File: config.mk
export PLATFORM = sky130hd
export DESIGN_NAME = ea_gen
export DESIGN_NICKNAME = d
export VERILOG_FILES = /design/src/rtl/ea_gen_pkg.sv /design/src/rtl/ea_gen_fsm.sv /design/src/rtl/ea_gen_calc16.sv /design/src/rtl/ea_gen_calc32.sv /design/src/rtl/ea_gen.sv
export SDC_FILE = /design/constraint.sdc
export NUM_CORES = 1
export LEC_CHECK = 0
export ABC_AREA = 1
export CAP_MARGIN = 25
export CELL_PAD_IN_SITES_DETAIL_PLACEMENT = 0
export CELL_PAD_IN_SITES_GLOBAL_PLACEMENT = 1
export CORE_ASPECT_RATIO = 1.75
export CORE_MARGIN = 1.5
export CORE_UTILIZATION = 38
export CTS_BUF_LIST = sky130_fd_sc_hd__clkbuf_16
export DETAILED_ROUTE_END_ITERATION = 7
export PLACE_DENSITY_LB_ADDON = 0.05
export SKIP_LAST_GASP = 1
export SYNTH_ARGS = -nofsm -noshare
export SYNTH_HDL_FRONTEND = slang
export SYNTH_SLANG_ARGS = --single-unit
export TNS_END_PERCENT = 1
File: constraint.sdc
create_clock -name clk -period 13.8 [get_ports clk]
set_clock_uncertainty 0.1 [all_clocks]
set_input_delay 2.76 -clock clk [delete_from_list [all_inputs] [get_ports clk]]
set_output_delay 2.76 -clock clk [all_outputs]
set_load 0.005 [all_outputs]
File: src/rtl/ea_gen_pkg.sv
package ea_gen_pkg;
    typedef enum logic [1:0] {
        ST_IDLE     = 2'd0,
        ST_SIB_WAIT = 2'd1,
        ST_DISP_WAIT = 2'd2,
        ST_SHOW     = 2'd3
    } ea_state_e;

    localparam logic [1:0] MD_NODISP = 2'd0;
    localparam logic [1:0] MD_DISP8  = 2'd1;
    localparam logic [1:0] MD_DISPW  = 2'd2;
endpackage

File: src/rtl/ea_gen_fsm.sv
module ea_gen_fsm
    import ea_gen_pkg::*;
#(
    parameter int DISP_BYTES = 4,
    parameter int CNT_W      = $clog2(DISP_BYTES + 2)
) (
    input  logic                    clk,
    input  logic                    rst_n,
    input  logic                    start,
    input  logic [7:0]              modrm_in,
    input  logic                    addr32_in,
    input  logic                    byte_valid,
    input  logic [7:0]              byte_in,
    output logic                    show,
    output logic                    busy,
    output logic [7:0]              modrm_q,
    output logic                    mode32_q,
    output logic [7:0]              sib_q,
    output logic                    has_sib_q,
    output logic [DISP_BYTES*8-1:0] disp_q,
    output logic [CNT_W-1:0]        len_q
);
    localparam logic [CNT_W-1:0] WIDE16 = CNT_W'(2);
    localparam logic [CNT_W-1:0] WIDE32 = CNT_W'(DISP_BYTES);

    ea_state_e         state, nxt;
    logic [CNT_W-1:0]  got_q;
    logic [CNT_W-1:0]  len_start, len_sib;
    logic              sib_needed;

    function automatic logic [CNT_W-1:0] disp_len(input logic m32,
                                                  input logic [1:0] md,
                                                  input logic no_base);
        logic [CNT_W-1:0] wide;
        wide = m32 ? WIDE32 : WIDE16;
        if (md == MD_DISP8)                     return CNT_W'(1);
        else if (md == MD_DISPW)                return wide;
        else if (md == MD_NODISP && no_base)    return wide;
        else                                    return '0;
    endfunction

    assign sib_needed = addr32_in && (modrm_in[2:0] == 3'd4);
    assign len_start  = disp_len(addr32_in, modrm_in[7:6],
                                 addr32_in ? (modrm_in[2:0] == 3'd5)
                                           : (modrm_in[2:0] == 3'd6));
    assign len_sib    = disp_len(1'b1, modrm_q[7:6], byte_in[2:0] == 3'd5);

    // next-state logic
    always_comb begin
        nxt = state;
        unique case (state)
            ST_IDLE: begin
                if (start) begin
                    if (sib_needed)              nxt = ST_SIB_WAIT;
                    else if (len_start != '0)    nxt = ST_DISP_WAIT;
                    else                         nxt = ST_SHOW;
                end
            end
            ST_SIB_WAIT: begin
                if (byte_valid)
                    nxt = (len_sib != '0) ? ST_DISP_WAIT : ST_SHOW;
            end
            ST_DISP_WAIT: begin
                if (byte_valid && (got_q == len_q - CNT_W'(1)))
                    nxt = ST_SHOW;
            end
            ST_SHOW:  nxt = ST_IDLE;
            default:  nxt = ST_IDLE;
        endcase
    end

    // state register
    always_ff @(posedge clk or negedge rst_n) begin
        if (!rst_n) state <= ST_IDLE;
        else        state <= nxt;
    end

    // byte capture
    always_ff @(posedge clk or negedge rst_n) begin
        if (!rst_n) begin
            modrm_q   <= '0;
            mode32_q  <= 1'b0;
            sib_q     <= '0;
            has_sib_q <= 1'b0;
            disp_q    <= '0;
            len_q     <= '0;
            got_q     <= '0;
        end else begin
            unique case (state)
                ST_IDLE: begin
                    if (start) begin
                        modrm_q   <= modrm_in;
                        mode32_q  <= addr32_in;
                        sib_q     <= '0;
                        has_sib_q <= sib_needed;
                        disp_q    <= '0;
                        len_q     <= sib_needed ? '0 : len_start;
                        got_q     <= '0;
                    end
                end
                ST_SIB_WAIT: begin
                    if (byte_valid) begin
                        sib_q <= byte_in;
                        len_q <= len_sib;
                    end
                end
                ST_DISP_WAIT: begin
                    if (byte_valid) begin
                        disp_q[{got_q, 3'b000} +: 8] <= byte_in;
                        got_q <= got_q + CNT_W'(1);
                    end
                end
                default: ;
            endcase
        end
    end

    // state-derived outputs
    always_comb begin
        show = (state == ST_SHOW);
        busy = (state != ST_IDLE);
    end
endmodule

File: src/rtl/ea_gen_calc16.sv
module ea_gen_calc16 (
    input  logic [1:0]  md,
    input  logic [2:0]  rm,
    input  logic [15:0] bx,
    input  logic [15:0] bp,
    input  logic [15:0] si,
    input  logic [15:0] di,
    input  logic [15:0] disp,
    output logic [15:0] ea16,
    output logic        ss16
);
    logic [15:0] a, b, dx;

    always_comb begin
        a = '0;
        b = '0;
        unique case (rm)
            3'd0: begin a = bx; b = si; end
            3'd1: begin a = bx; b = di; end
            3'd2: begin a = bp; b = si; end
            3'd3: begin a = bp; b = di; end
            3'd4: a = si;
            3'd5: a = di;
            3'd6: a = (md == 2'd0) ? 16'd0 : bp;
            3'd7: a = bx;
            default: ;
        endcase
        dx   = (md == 2'd1) ? {{8{disp[7]}}, disp[7:0]} : disp;
        ea16 = a + b + dx;
        ss16 = (rm == 3'd2) || (rm == 3'd3) || ((rm == 3'd6) && (md != 2'd0));
    end
endmodule

File: src/rtl/ea_gen_calc32.sv
module ea_gen_calc32 #(
    parameter int NREG  = 8,
    parameter int REG_W = 32
) (
    input  logic [NREG-1:0][REG_W-1:0] regs,
    input  logic [1:0]                 md,
    input  logic [2:0]                 rm,
    input  logic [7:0]                 sib,
    input  logic [REG_W-1:0]           disp,
    output logic [REG_W-1:0]           ea32,
    output logic                       ss32
);
    logic [REG_W-1:0] base, idx, dx;
    logic [2:0]       sb;

    always_comb begin
        sb  = sib[2:0];
        idx = '0;
        dx  = (md == 2'd1) ? {{(REG_W-8){disp[7]}}, disp[7:0]} : disp;
        if (rm == 3'd4) begin
            base = ((md == 2'd0) && (sb == 3'd5)) ? '0 : regs[sb];
            idx  = (sib[5:3] == 3'd4) ? '0 : (regs[sib[5:3]] << sib[7:6]);
            ss32 = (sb == 3'd4) || ((sb == 3'd5) && (md != 2'd0));
        end else begin
            base = ((md == 2'd0) && (rm == 3'd5)) ? '0 : regs[rm];
            ss32 = (rm == 3'd5) && (md != 2'd0);
        end
        ea32 = base + idx + dx;
    end
endmodule

File: src/rtl/ea_gen.sv
module ea_gen
    import ea_gen_pkg::*;
#(
    parameter int NREG       = 8,
    parameter int REG_W      = 32,
    parameter int DISP_BYTES = 4
) (
    input  logic                  clk,
    input  logic                  rst_n,
    input  logic                  start,
    input  logic [7:0]            modrm_in,
    input  logic                  addr32_in,
    input  logic [NREG*REG_W-1:0] regs_in,
    input  logic                  byte_valid,
    input  logic [7:0]            byte_in,
    output logic                  done,
    output logic [REG_W-1:0]      ea,
    output logic                  ss_default,
    output logic [2:0]            byte_count
);
    localparam int CNT_W = $clog2(DISP_BYTES + 2);

    logic [NREG-1:0][REG_W-1:0] regs;
    logic                       show, busy, mode32_q, has_sib_q, ss16, ss32;
    logic [7:0]                 modrm_q, sib_q;
    logic [DISP_BYTES*8-1:0]    disp_q;
    logic [CNT_W-1:0]           len_q;
    logic [15:0]                ea16;
    logic [REG_W-1:0]           ea32;

    assign regs = regs_in;

    ea_gen_fsm #(.DISP_BYTES(DISP_BYTES), .CNT_W(CNT_W)) u_fsm (
        .clk(clk), .rst_n(rst_n), .start(start), .modrm_in(modrm_in),
        .addr32_in(addr32_in), .byte_valid(byte_valid), .byte_in(byte_in),
        .show(show), .busy(busy), .modrm_q(modrm_q), .mode32_q(mode32_q),
        .sib_q(sib_q), .has_sib_q(has_sib_q), .disp_q(disp_q), .len_q(len_q)
    );

    ea_gen_calc16 u_c16 (
        .md(modrm_q[7:6]), .rm(modrm_q[2:0]),
        .bx(regs[3][15:0]), .bp(regs[5][15:0]),
        .si(regs[6][15:0]), .di(regs[7][15:0]),
        .disp(disp_q[15:0]), .ea16(ea16), .ss16(ss16)
    );

    ea_gen_calc32 #(.NREG(NREG), .REG_W(REG_W)) u_c32 (
        .regs(regs), .md(modrm_q[7:6]), .rm(modrm_q[2:0]), .sib(sib_q),
        .disp(REG_W'(disp_q)), .ea32(ea32), .ss32(ss32)
    );

    always_comb begin
        done       = show;
        ea         = '0;
        ss_default = 1'b0;
        byte_count = '0;
        if (show) begin
            ea         = mode32_q ? ea32 : REG_W'(ea16);
            ss_default = mode32_q ? ss32 : ss16;
            byte_count = 3'(len_q) + 3'(has_sib_q);
        end
    end
endmodule

==> results.py <==
metrics = {
    "status": {
        "status": "complete, no violations",
    },
    "yosys": {
        "postSynthAreaPerCell_um2": 5.85,
        "synth_sequential_area_ratio": 0.0995,
        "synth.cell_area_um2": 13800,
        "synthDistinctLibCells": 55,
        "synth.area.top_cells": "o21ai_0 (12%), a21oi_1 (11%), inv_1 (10%), dfrtp_1 (10%), nand2_1 (9.5%)",
        "synthesis.yosys.warnings": 0,
        "ys_async_sr_fraction": 1.00,
        "synth.most_common_cell": "inv_1",
        "synth_largest_type_area_fraction": 0.116,
        "dominantRegCellSynth": "dfrtp_1",
        "synth_commonest_cells": "inv_1 (369), nand2_1 (349), o21ai_0 (320)",
        "yosys_register_bits": 55,
        "synth_top_area_cell": "o21ai_0",
        "post_synth_inst_count": 2366,
        "synth-edff-count": 0,
        "postSynthNetCount": 2745,
    },
    "global_route": {
        "grtUsageTotal": 0.384,
        "grt_start_max_net_pins": 87,
        "wire_length_of_the_first_global_routing_pass_mm": 111,
        "grt_use_met1": 0.441,
        "global_route_layer_with_the_greatest_usage": "met2",
        "grt_antenna_before_repair": 7,
        "grt_overflow": 0,
        "groute.layer.met3.usage": 0.0680,
        "first_global_vias": 18100,
        "globalRouteMet2Util": 0.655,
    },
    "placed_design": {
        "dp.final_hpwl_mm": 56.6,
        "place_congestion": 1.02,
        "placed_area_um2": 17100,
        "placed_cells": 3018,
        "numPortBuffers": 310,
    },
    "power_and_ir_drop": {
        "static-leakage-power_uw": 0.00765,
        "power.density_cell_area_nw_per_um2": 286,
        "fin_total_pwr_uw": 4920,
        "max-vdd-ir-drop_mv": 0.115,
    },
    "floorplanning": {
        "placeableCoreArea_um2": 35900,
        "design.portCount": 314,
        "initial_utilization": 0.385,
        "row_count": 92,
        "die_x_um": 147,
        "die-area_um2": 37600,
        "die_outline_height_um": 255,
    },
    "hold_path": {
        "hold_path_startpoint": "u_fsm.has_sib_q$_DFFE_PN0P_",
        "timing.hold.worst.class": "register to register",
    },
    "routing": {
        "drt-pass1-iter-count": 6,
        "dr.first_iter.drc_count": 1702,
        "detail_route.wl_per_cell_um": 24.6,
        "route.detailed.drc": 0,
        "routed_via_density": 6.11,
        "finalWirelength_mm": 74.4,
        "dr_total_vias": 18500,
        "drtAntennaViolNets": 0,
    },
    "cts": {
        "post-cts-setup-buffers": 0,
        "htree_num_levels": 2,
        "clk-insertion-delay-late_ns": 0.29,
        "max-clock-path-buffers": 2,
        "cts_root_buf": "clkbuf_16",
        "cts_made_buffers": 5,
        "cts.repair.resized": 0,
        "clock_sink_count": 55,
        "post_cts_hold_buffer_count": 0,
        "clock_tree_from_tritoncts": "done",
        "cts.clk_slew.worst_paths_ns": 0.07,
    },
    "setup_path": {
        "crit_path_end_kind": "output port",
        "timing.critical_path.fanout_max": 5,
        "critPathKind": "input pin to output port",
        "req_time_crit_path_ns": 10.94,
        "crit_path_start_kind": "input pin",
        "reg2reg_from": "u_fsm.state[0]$_DFFE_PN0P_",
        "cp.arrival_ns": 8.07,
        "setup.worst_path.start": "regs_in[185]",
    },
    "sta": {
        "max_slew.worst_pin.slew_ns": 1.10,
        "rsz0062_at_grt": "no",
        "fin_tns_setup_ns": 0,
        "final-hold-violation-count": 0,
        "timing_max_transition_violations_final": 0,
        "period_needed_ns": 10.93,
        "worst_slew_margin_rel": 0.261,
        "fmaxAchievable_ghz": 0.0915,
        "min_period_over_period": 0.792,
        "setup_violations": 0,
    },
    "layout": {
        "final.fill_count": 3839,
        "synthToLayoutAreaGrowth_pct": 24.6,
        "final_layout_size_suffix_gt1_frac": 0.0289,
        "nNetsFinal": 2936,
        "final_area_um2": 17200,
        "finish.cell_count_without_fillers": 3031,
    },
    "run": {
        "timing.max_cap.violations": 0,
    },
}
## worst paths after layout
| check | end | slack [ns] | cells past startpoint |
|---|---|---|---|
| setup / recovery | ea[30] | 2.87 | 20 |
| hold / removal | u_fsm.has_sib_q$_DFFE_PN0P_ | 0.41 | 2 |
| setup reg to reg | u_fsm.disp_q[4]$_DFFE_PN0P_ | 10.93 | 7 |
| hold reg to reg | u_fsm.has_sib_q$_DFFE_PN0P_ | 0.41 | 2 |
| max in group asynchronous | u_fsm.sib_q[3]$_DFFE_PN0P_ | 10.55 | 2 |
| min in group asynchronous | u_fsm.len_q[1]$_DFFE_PN0P_ | 2.50 | 2 |
## area by class of cell
class	instances	area (um2)	share of cell area
Sequential cell	55	1380	0.0801
Tap cell	470	588	0.0341
Timing Repair Buffer	341	3330	0.193
Multi-Input combinational cell	1771	10400	0.600
Clock inverter	3	15.0	0.000871
Clock buffer	5	125	0.00726
Inverter	383	1440	0.0835
Antenna cell	3	7.51	0.000435
## routing by layer
layer | vias to the layer above | part of all wire | wire, um
met5 | - | 0.00034 | 25
met4 | 4 | 0.072 | 5370
met2 | 1110 | 0.49 | 36100
met1 | 8580 | 0.36 | 26600
met3 | 261 | 0.085 | 6290
li1 | 8560 | - | -
## cell families (layout without fill, tap and decap cells)
kind of cell | Yosys count | in the layout | share of synthesized area
compound gates | 968 | 968 | 0.405
xor+xnor | 13 | 13 | 0.00823
fa+ha+maj | 102 | 102 | 0.118
buf+inv | 540 | 732 | 0.153
flops | 55 | 55 | 0.0995
mux | 23 | 23 | 0.0166
other cells | 0 | 3 | 0
simple gates | 665 | 665 | 0.199
## through the flow
step	hold WS (ns)	utilization	setup WS (ns)
2_1_floorplan	0.359	-	5.39
3_3_place_gp	0.385	0.475	2.97
3_5_place_dp	0.390	0.475	2.94
4_1_cts	0.407	0.479	2.93
5_1_grt	0.436	0.480	2.67
6_report	0.408	0.480	2.87
## placed cells by master (no fill, tap or decap), types with 9 or more instances in the layout
cell	count
o22ai_1	74
a32o_1	16
buf_4	29
nor2_1	149
mux2i_1	23
o211ai_1	55
a31oi_1	32
o31ai_1	12
o2111ai_1	23
a221oi_1	21
a21oi_1	292
inv_2	13
fa_1	48
nor3_1	21
a22oi_1	9
o21ai_1	61
clkdlybuf4s50_1	309
dfrtp_1	53
xor2_1	9
o221ai_1	21
nand2_1	349
nand3_1	121
inv_1	365
ha_1	54
o21ai_0	320
## registers in the layout (all words and copies together), names as in the netlist
signal / cells
u_fsm.disp_q: 32
u_fsm.got_q: 3
u_fsm.has_sib_q: 1
u_fsm.len_q: 3
u_fsm.mode32_q: 1
u_fsm.modrm_q: 5
u_fsm.sib_q: 8
u_fsm.state: 2
## power breakdown
part	switching, uW	total, uW	internal [uW]
clock	57.1	123	66.2
sequential	98.5	311	212
combinational	3030	4490	1460
total	3190	4920	1730
## worst max-delay path: stages
cell	delay, ns
clkdlybuf4s50_1	0.45
inv_1	0.06
a21oi_1	0.11
o21ai_0	0.10
nand2_1	0.10
nor2_1	0.04
a31oi_1	0.77
mux2i_1	0.26
o22ai_1	0.25
inv_1	0.09
fa_1	0.51
inv_1	0.04
ha_1	0.39
a21oi_1	0.50
o21bai_1	0.13
a21oi_1	0.49
o221a_2	0.31
a21oi_1	0.06
nor2_1	0.12
clkdlybuf4s50_1	0.51
Power figures use the tool's default switching activity.
